### config.mk
export PLATFORM = sky130hd
export DESIGN_NAME = phy_irq_aggregator
export DESIGN_NICKNAME = d
export VERILOG_FILES = /design/src/rtl/phy_irq_pkg.sv /design/src/rtl/irq_evt_counter.sv /design/src/rtl/irq_early_end.sv /design/src/rtl/irq_sticky_reg.sv /design/src/rtl/phy_irq_aggregator.sv
export SDC_FILE = /design/constraint.sdc
export NUM_CORES = 1
export LEC_CHECK = 0
export ABC_AREA = 1
export CELL_PAD_IN_SITES_DETAIL_PLACEMENT = 1
export CELL_PAD_IN_SITES_GLOBAL_PLACEMENT = 1
export CORE_MARGIN = 2
export CORE_UTILIZATION = 35
export DETAILED_ROUTE_END_ITERATION = 10
export HOLD_SLACK_MARGIN = 0.08
export PLACE_DENSITY = 0.85
export SYNTH_ARGS = -nofsm -noshare
export SYNTH_HDL_FRONTEND = slang
export SYNTH_SLANG_ARGS = --single-unit
### constraint.sdc
create_clock -name clk -period 3.6 [get_ports clk]
set_input_delay 0.72 -clock clk [delete_from_list [all_inputs] [get_ports clk]]
set_output_delay 0.72 -clock clk [all_outputs]
set_load 0.01 [all_outputs]
### src/rtl/phy_irq_pkg.sv
package phy_irq_pkg;
  localparam int STAT_W   = 16;
  localparam int MISC_N   = 7;
  localparam int B_UNST   = 15;
  localparam int B_LINK   = 14;
  localparam int B_LOCK   = 13;
  localparam int B_EARLY  = 12;
  localparam int B_DISC   = 11;
  localparam int B_FCAR   = 10;
  localparam int B_RXERR  = 9;
  localparam int B_MISC0  = 1;

  typedef enum logic [1:0] {
    SYM_DATA = 2'd0,
    SYM_IDLE = 2'd1,
    SYM_SSD  = 2'd2,
    SYM_ESD  = 2'd3
  } sym_kind_e;
endpackage

### src/rtl/irq_evt_counter.sv
module irq_evt_counter #(
  parameter int W        = 8,
  parameter bit SATURATE = 1'b0
) (
  input  logic         clk,
  input  logic         rst_n,
  input  logic         inc,
  input  logic         clr,
  output logic [W-1:0] cnt,
  output logic         msb_rise
);
  localparam int MSB = W - 1;

  logic [W-1:0] cnt_q, cnt_d, base;
  logic         en;

  assign en   = inc | clr;
  assign base = clr ? '0 : cnt_q;

  generate
    if (SATURATE) begin : g_sat
      always_comb begin
        if (!clr && (&cnt_q)) cnt_d = cnt_q;
        else                  cnt_d = base + W'(inc);
      end
    end else begin : g_roll
      always_comb cnt_d = base + W'(inc);
    end
  endgenerate

  always_ff @(posedge clk or negedge rst_n) begin
    if (!rst_n)  cnt_q <= '0;
    else if (en) cnt_q <= cnt_d;
  end

  assign msb_rise = en & cnt_d[MSB] & ~cnt_q[MSB];
  assign cnt      = cnt_q;

  generate
    if (SATURATE) begin : g_sat_chk
      assert_saturate_hold_R8: assert property (@(posedge clk) disable iff (!rst_n)
        ((&cnt_q) && !clr) |=> (&cnt_q));
    end else begin : g_roll_chk
      assert_rollover_zero_R8: assert property (@(posedge clk) disable iff (!rst_n)
        ((&cnt_q) && inc && !clr) |=> (cnt_q == '0));
    end
  endgenerate

  assert_warn_msb_set_R9: assert property (@(posedge clk) disable iff (!rst_n)
    msb_rise |=> cnt_q[MSB]);

  assert_clear_on_read_R10: assert property (@(posedge clk) disable iff (!rst_n)
    (clr && !inc) |=> (cnt_q == '0));
endmodule

### src/rtl/irq_early_end.sv
module irq_early_end
  import phy_irq_pkg::*;
(
  input  logic       clk,
  input  logic       rst_n,
  input  logic       fast_mode,
  input  logic       sym_vld,
  input  logic [1:0] sym_kind,
  output logic       early_end
);
  logic in_q, in_d, idle_q, idle_d;
  sym_kind_e kind;

  assign kind = sym_kind_e'(sym_kind);

  always_comb begin
    in_d      = in_q;
    idle_d    = idle_q;
    early_end = 1'b0;
    if (!fast_mode) begin
      in_d   = 1'b0;
      idle_d = 1'b0;
    end else if (sym_vld) begin
      unique case (kind)
        SYM_SSD: begin
          in_d   = 1'b1;
          idle_d = 1'b0;
        end
        SYM_ESD: begin
          in_d   = 1'b0;
          idle_d = 1'b0;
        end
        SYM_IDLE: begin
          if (in_q) begin
            if (idle_q) begin
              early_end = 1'b1;
              in_d      = 1'b0;
              idle_d    = 1'b0;
            end else begin
              idle_d = 1'b1;
            end
          end
        end
        default: idle_d = 1'b0;
      endcase
    end
  end

  always_ff @(posedge clk or negedge rst_n) begin
    if (!rst_n) begin
      in_q   <= 1'b0;
      idle_q <= 1'b0;
    end else begin
      in_q   <= in_d;
      idle_q <= idle_d;
    end
  end

  assert_early_closes_frame_R6: assert property (@(posedge clk) disable iff (!rst_n)
    early_end |=> !in_q);

  assert_slow_no_frame_R7: assert property (@(posedge clk) disable iff (!rst_n)
    !fast_mode |=> !in_q);
endmodule

### src/rtl/irq_sticky_reg.sv
module irq_sticky_reg #(
  parameter int W = 16
) (
  input  logic         clk,
  input  logic         rst_n,
  input  logic [W-1:0] set_vec,
  input  logic         rd_clr,
  output logic [W-1:0] stat
);
  logic [W-1:0] stat_q, stat_d;
  logic         en;

  assign en     = rd_clr | (|set_vec);
  assign stat_d = (rd_clr ? '0 : stat_q) | set_vec;

  always_ff @(posedge clk or negedge rst_n) begin
    if (!rst_n)  stat_q <= '0;
    else if (en) stat_q <= stat_d;
  end

  assign stat = stat_q;

  assert_read_clears_R2: assert property (@(posedge clk) disable iff (!rst_n)
    (rd_clr && (set_vec == '0)) |=> (stat_q == '0));

  assert_sticky_hold_R2: assert property (@(posedge clk) disable iff (!rst_n)
    !rd_clr |=> ((stat_q & $past(stat_q)) == $past(stat_q)));

  assert_event_survives_read_R3: assert property (@(posedge clk) disable iff (!rst_n)
    (|set_vec) |=> ((stat_q & $past(set_vec)) == $past(set_vec)));
endmodule

### src/rtl/phy_irq_aggregator.sv
module phy_irq_aggregator
  import phy_irq_pkg::*;
#(
  parameter int CNT_W = 8
) (
  input  logic                  clk,
  input  logic                  rst_n,
  input  logic                  link_unstable,
  input  logic                  link_up,
  input  logic                  dscr_lock,
  input  logic [MISC_N-1:0]     misc_evt,
  input  logic                  fast_mode,
  input  logic                  sym_vld,
  input  logic [1:0]            sym_kind,
  input  logic                  disc_evt,
  input  logic                  fcar_evt,
  input  logic                  rxerr_evt,
  input  logic                  stat_rd,
  input  logic                  disc_rd,
  input  logic                  fcar_rd,
  input  logic                  rxerr_rd,
  input  logic [STAT_W-1:0]     irq_enable,
  output logic [STAT_W-1:0]     stat,
  output logic [CNT_W-1:0]      disc_cnt,
  output logic [CNT_W-1:0]      fcar_cnt,
  output logic [CNT_W-1:0]      rxerr_cnt,
  output logic                  irq
);
  logic [1:0]        rst_pipe;
  logic              rst_int_n;
  logic              link_prev_q, lock_prev_q;
  logic              link_chg, lock_chg;
  logic              early_end;
  logic              disc_warn, fcar_warn, rxerr_warn;
  logic [STAT_W-1:0] set_vec;

  always_ff @(posedge clk or negedge rst_n) begin
    if (!rst_n) rst_pipe <= '0;
    else        rst_pipe <= {rst_pipe[0], 1'b1};
  end
  assign rst_int_n = rst_pipe[1];

  always_ff @(posedge clk or negedge rst_int_n) begin
    if (!rst_int_n) begin
      link_prev_q <= 1'b0;
      lock_prev_q <= 1'b0;
    end else begin
      link_prev_q <= link_up;
      lock_prev_q <= dscr_lock;
    end
  end

  assign link_chg = link_up ^ link_prev_q;
  assign lock_chg = dscr_lock ^ lock_prev_q;

  irq_early_end u_early (
    .clk       (clk),
    .rst_n     (rst_int_n),
    .fast_mode (fast_mode),
    .sym_vld   (sym_vld),
    .sym_kind  (sym_kind),
    .early_end (early_end)
  );

  irq_evt_counter #(.W(CNT_W), .SATURATE(1'b0)) u_disc (
    .clk (clk), .rst_n (rst_int_n), .inc (disc_evt), .clr (disc_rd),
    .cnt (disc_cnt), .msb_rise (disc_warn)
  );

  irq_evt_counter #(.W(CNT_W), .SATURATE(1'b1)) u_fcar (
    .clk (clk), .rst_n (rst_int_n), .inc (fcar_evt), .clr (fcar_rd),
    .cnt (fcar_cnt), .msb_rise (fcar_warn)
  );

  irq_evt_counter #(.W(CNT_W), .SATURATE(1'b0)) u_rxerr (
    .clk (clk), .rst_n (rst_int_n), .inc (rxerr_evt), .clr (rxerr_rd),
    .cnt (rxerr_cnt), .msb_rise (rxerr_warn)
  );

  always_comb begin
    set_vec          = '0;
    set_vec[B_UNST]  = link_unstable;
    set_vec[B_LINK]  = link_chg;
    set_vec[B_LOCK]  = lock_chg;
    set_vec[B_EARLY] = early_end;
    set_vec[B_DISC]  = disc_warn;
    set_vec[B_FCAR]  = fcar_warn;
    set_vec[B_RXERR] = rxerr_warn;
    for (int i = 0; i < MISC_N; i++) set_vec[B_MISC0 + i] = misc_evt[i];
  end

  irq_sticky_reg #(.W(STAT_W)) u_stat (
    .clk     (clk),
    .rst_n   (rst_int_n),
    .set_vec (set_vec),
    .rd_clr  (stat_rd),
    .stat    (stat)
  );

  assign irq = |(stat & irq_enable);

  assert_link_edge_latched_R5: assert property (@(posedge clk) disable iff (!rst_int_n)
    link_chg |=> stat[B_LINK]);

  assert_lock_edge_latched_R5: assert property (@(posedge clk) disable iff (!rst_int_n)
    lock_chg |=> stat[B_LOCK]);

  assert_early_latched_R6: assert property (@(posedge clk) disable iff (!rst_int_n)
    early_end |=> stat[B_EARLY]);

  assert_unstable_latched_R4: assert property (@(posedge clk) disable iff (!rst_int_n)
    link_unstable |=> stat[B_UNST]);
endmodule

==> impl_metrics.yaml <==
status:
  status: "finished clean"
clock_tree:
  cts.path.max_buffers: 2
  postCtsSetupRepairBufs: 0
  clk_pin_slew_ns: 0.09
  cts_buffers: 5
  h-tree-depth: 2
  cts_root_buffer: "clkbuf_8"
  clk-insertion-delay-late_ns: 0.29
  cts_sinks: 44
  ctsResizeCount: 0
  postCtsHoldBufs: 0
  tritoncts: "built"
logic_synthesis:
  ys_types: 36
  yosys_warnings: 0
  yosys.area.top_type: "dfrtp_1"
  synth_area_leaders: "dfrtp_1, nand2_1, inv_1"
  yosysSeqAreaShare_pct: 46.10
  synth_top_area_share_pct: 46.10
  synth_cells: 286
  avgSynthCellArea_um2: 8.352
  ys_ff_latch: 44
  syn_area_mm2: 0.002389
sta:
  min_period_over_period_pct: 80.16
  fmax_mhz: 346.5
  relSlewSlack_pct: 35.40
  clock_skew_ns: 0.001987
  hold_slack_ns: 0.3614
  finalSetupViolations: 0
  max_slew.worst_pin.slew_ns: 0.9689
  rsz0062_at_grt: "no"
  tns_ns: 0
  min_period_ns: 2.886
  slew_viol_final: 0
  finalHoldViolCount: 0
layout:
  drive_gt1_share_pct: 8.767
  fillers: 814
  final_cells: 445
  area_delta_synth_final_pct: 39.39
  final_nets: 411
  diodes: 0
routing:
  avgRoutedWirePerCell_um: 13.75
  wl_met2_mm: 3.113
  ant_nets: 0
  drc: 0
  viasPerCell: 4.831
  top_layer: "met4"
  drt_wl_total_mm: 6.117
  wl_met1_mm: 2.676
  drt_iter0_drc: 22
  vias: 2150
  wl_met3_um: 233
  drt_pre_antenna_iters: 4
critical_path:
  crit_type: "in -> out"
  cp-end-kind: "output pin"
  worstPathRequired_ns: 2.88
  path_cells: "clkdlybuf4s50_1 > nand2_1 > nand2_1 > a221oi_1 > nand3_1 > clkdlybuf4s50_1"
  cpPeakStageDelay_ns: 0.50
  arrival_ns: 2.17
  cp-startpoint: "irq_enable[6]"
  startpoint_type: "input port"
  cp_slowest_cell: "clkdlybuf4s50_1"
  crit_family: "buffers and inverters"
  reg2reg_depth: 9
  critPathMaxFanout: 1
  r2r-start: "u_fcar.cnt[0]"
  worstReg2RegEnd: "u_fcar.cnt[4]"
  rrSetupSlack_ns: 1.99
  critPathBufInv: 2
min_path:
  min_path_type: "reg -> reg"
  min_from: "rst_pipe[0]"
  hold-path-cell-count: 0
  hold_end: "rst_pipe[1]"
global_routing:
  grt_util_all_layers_pct: 17.64
  grt_overflow_total: 0
  grt_pass1_vias: 2307
  antenna_found_initial: 0
  grt_first_pass_wirelength_mm: 10.43
  grt_max_degree: 43
floorplanning:
  die_y_um: 86.61
  die_area_mm2: 0.007501
  fp.dieW_um: 86.61
  row_count: 30
  initial_core_util_pct: 35.75
  io_pins: 80
  core_area_mm2: 0.006681
power:
  power.leakage_nw: 1.532
  vdd_ir_drop_max_mv: 0.1571
  powerDensity_mw_per_mm2: 344.4
placement:
  dp.cells: 437
  place.detailed.hpwl_mm: 4.792
  place_congestion: 0.8168
  numPortBuffers: 75
run:
  max_cap_violations: 0
[per-stage QoR]
stage / util (%) / setup slack [ns] / total power, mW / instance area (µm²)
after floorplan: - / 1.721 / 0.6296 / 2392
after global placement: 47.94 / 0.6536 / 0.7300 / 3203
after detailed placement: 47.94 / 0.6509 / 0.7387 / 3203
after CTS: 49.83 / 0.6509 / 1.170 / 3329
after global routing: 49.83 / 0.5705 / 1.205 / 3329
final: 49.83 / 0.7142 / 1.147 / 3329
[power by group]
group | internal, mW | switching (mW)
clock network | 0.245 | 0.177
logic | 0.0965 | 0.0793
registers | 0.519 | 0.0298
[synthesized netlist by cell type]
cell type and number:
a21o_1 8, a21oi_1 3, a221oi_1 2, a22o_1 1
a31oi_1 1, buf_4 2, buf_6 2, clkbuf_1 1
clkinv_2 1, clkinv_4 1, conb_1 2, dfrtp_1 44
ha_1 8, inv_1 40, inv_2 1, inv_4 1
nand2_1 63, nand2_2 4, nand2_4 2, nand3_1 16
nand3_2 2, nand3b_1 1, nand4_1 5, nor2_1 32
nor2_2 4, nor2_4 2, nor3_1 3, nor3_4 1
nor3b_2 1, o2111ai_1 3, o211ai_1 1, o21ai_0 12
o21ai_1 3, o21ai_2 3, xnor2_1 2, xor2_1 8
[registers in the layout, indices dropped and copies added, names as in the netlist]
name and cells:
u_stat.stat 14, u_fcar.cnt 8, rst_pipe 2, u_early.in_q 1
u_early.idle_q 1, link_prev_q 1, u_disc.cnt 8, u_rxerr.cnt 8
lock_prev_q 1
[worst max path at each step]
stage,endpoint,depth (start not counted)
CTS,irq,6
floorplan,irq,4
global route,irq,6
detailed placement,irq,6
global placement,irq,6
finish,irq,6
[area by class of cell]
cell class / count / area (µm²) / area share, %
multi-input cells: 194 / 1076 / 32.32
inverters: 44 / 173.9 / 5.224
well taps: 80 / 100.1 / 3.006
clock inverters: 1 / 30.03 / 0.9019
clock buffers: 7 / 96.34 / 2.894
repair buffers: 75 / 750.7 / 22.55
flip-flops and latches: 44 / 1102 / 33.11
[cells in the final DEF (no fill, tap or decap), drive strengths merged, types with 3 or more instances in the layout]
cell type / n
a21o: 8
a21oi: 3
clkbuf: 7
clkdlybuf4s50: 75
conb: 3
dfrtp: 44
ha: 8
inv: 42
nand2: 69
nand3: 18
nand4: 5
nor2: 38
nor3: 4
o2111ai: 3
o21ai: 18
xor2: 8
[kinds of logic (layout without fill, tap and decap cells)]
kind of cell	after synthesis	count (layout)	synth area share, %
and+or+nand+nor	136	136	26.56
buffers and inverters	49	127	9.009
DFF	44	44	46.10
AOI/OAI and AO/OA	37	37	10.16
xor gates and xnor gates	10	10	3.667
adders and majority gates	8	8	4.191
other	2	3	0.3144
[layer usage]
| metal | global-route usage [%] | vias up |
|---|---|---|
| met1 | 21.39 | 1036 |
| met5 | 0 | - |
| met4 | 6.392 | 0 |
| li1 | - | 1061 |
| met2 | 30.98 | 46 |
| met3 | 3.429 | 7 |
Note: power is estimated with default switching activity, not from simulation.
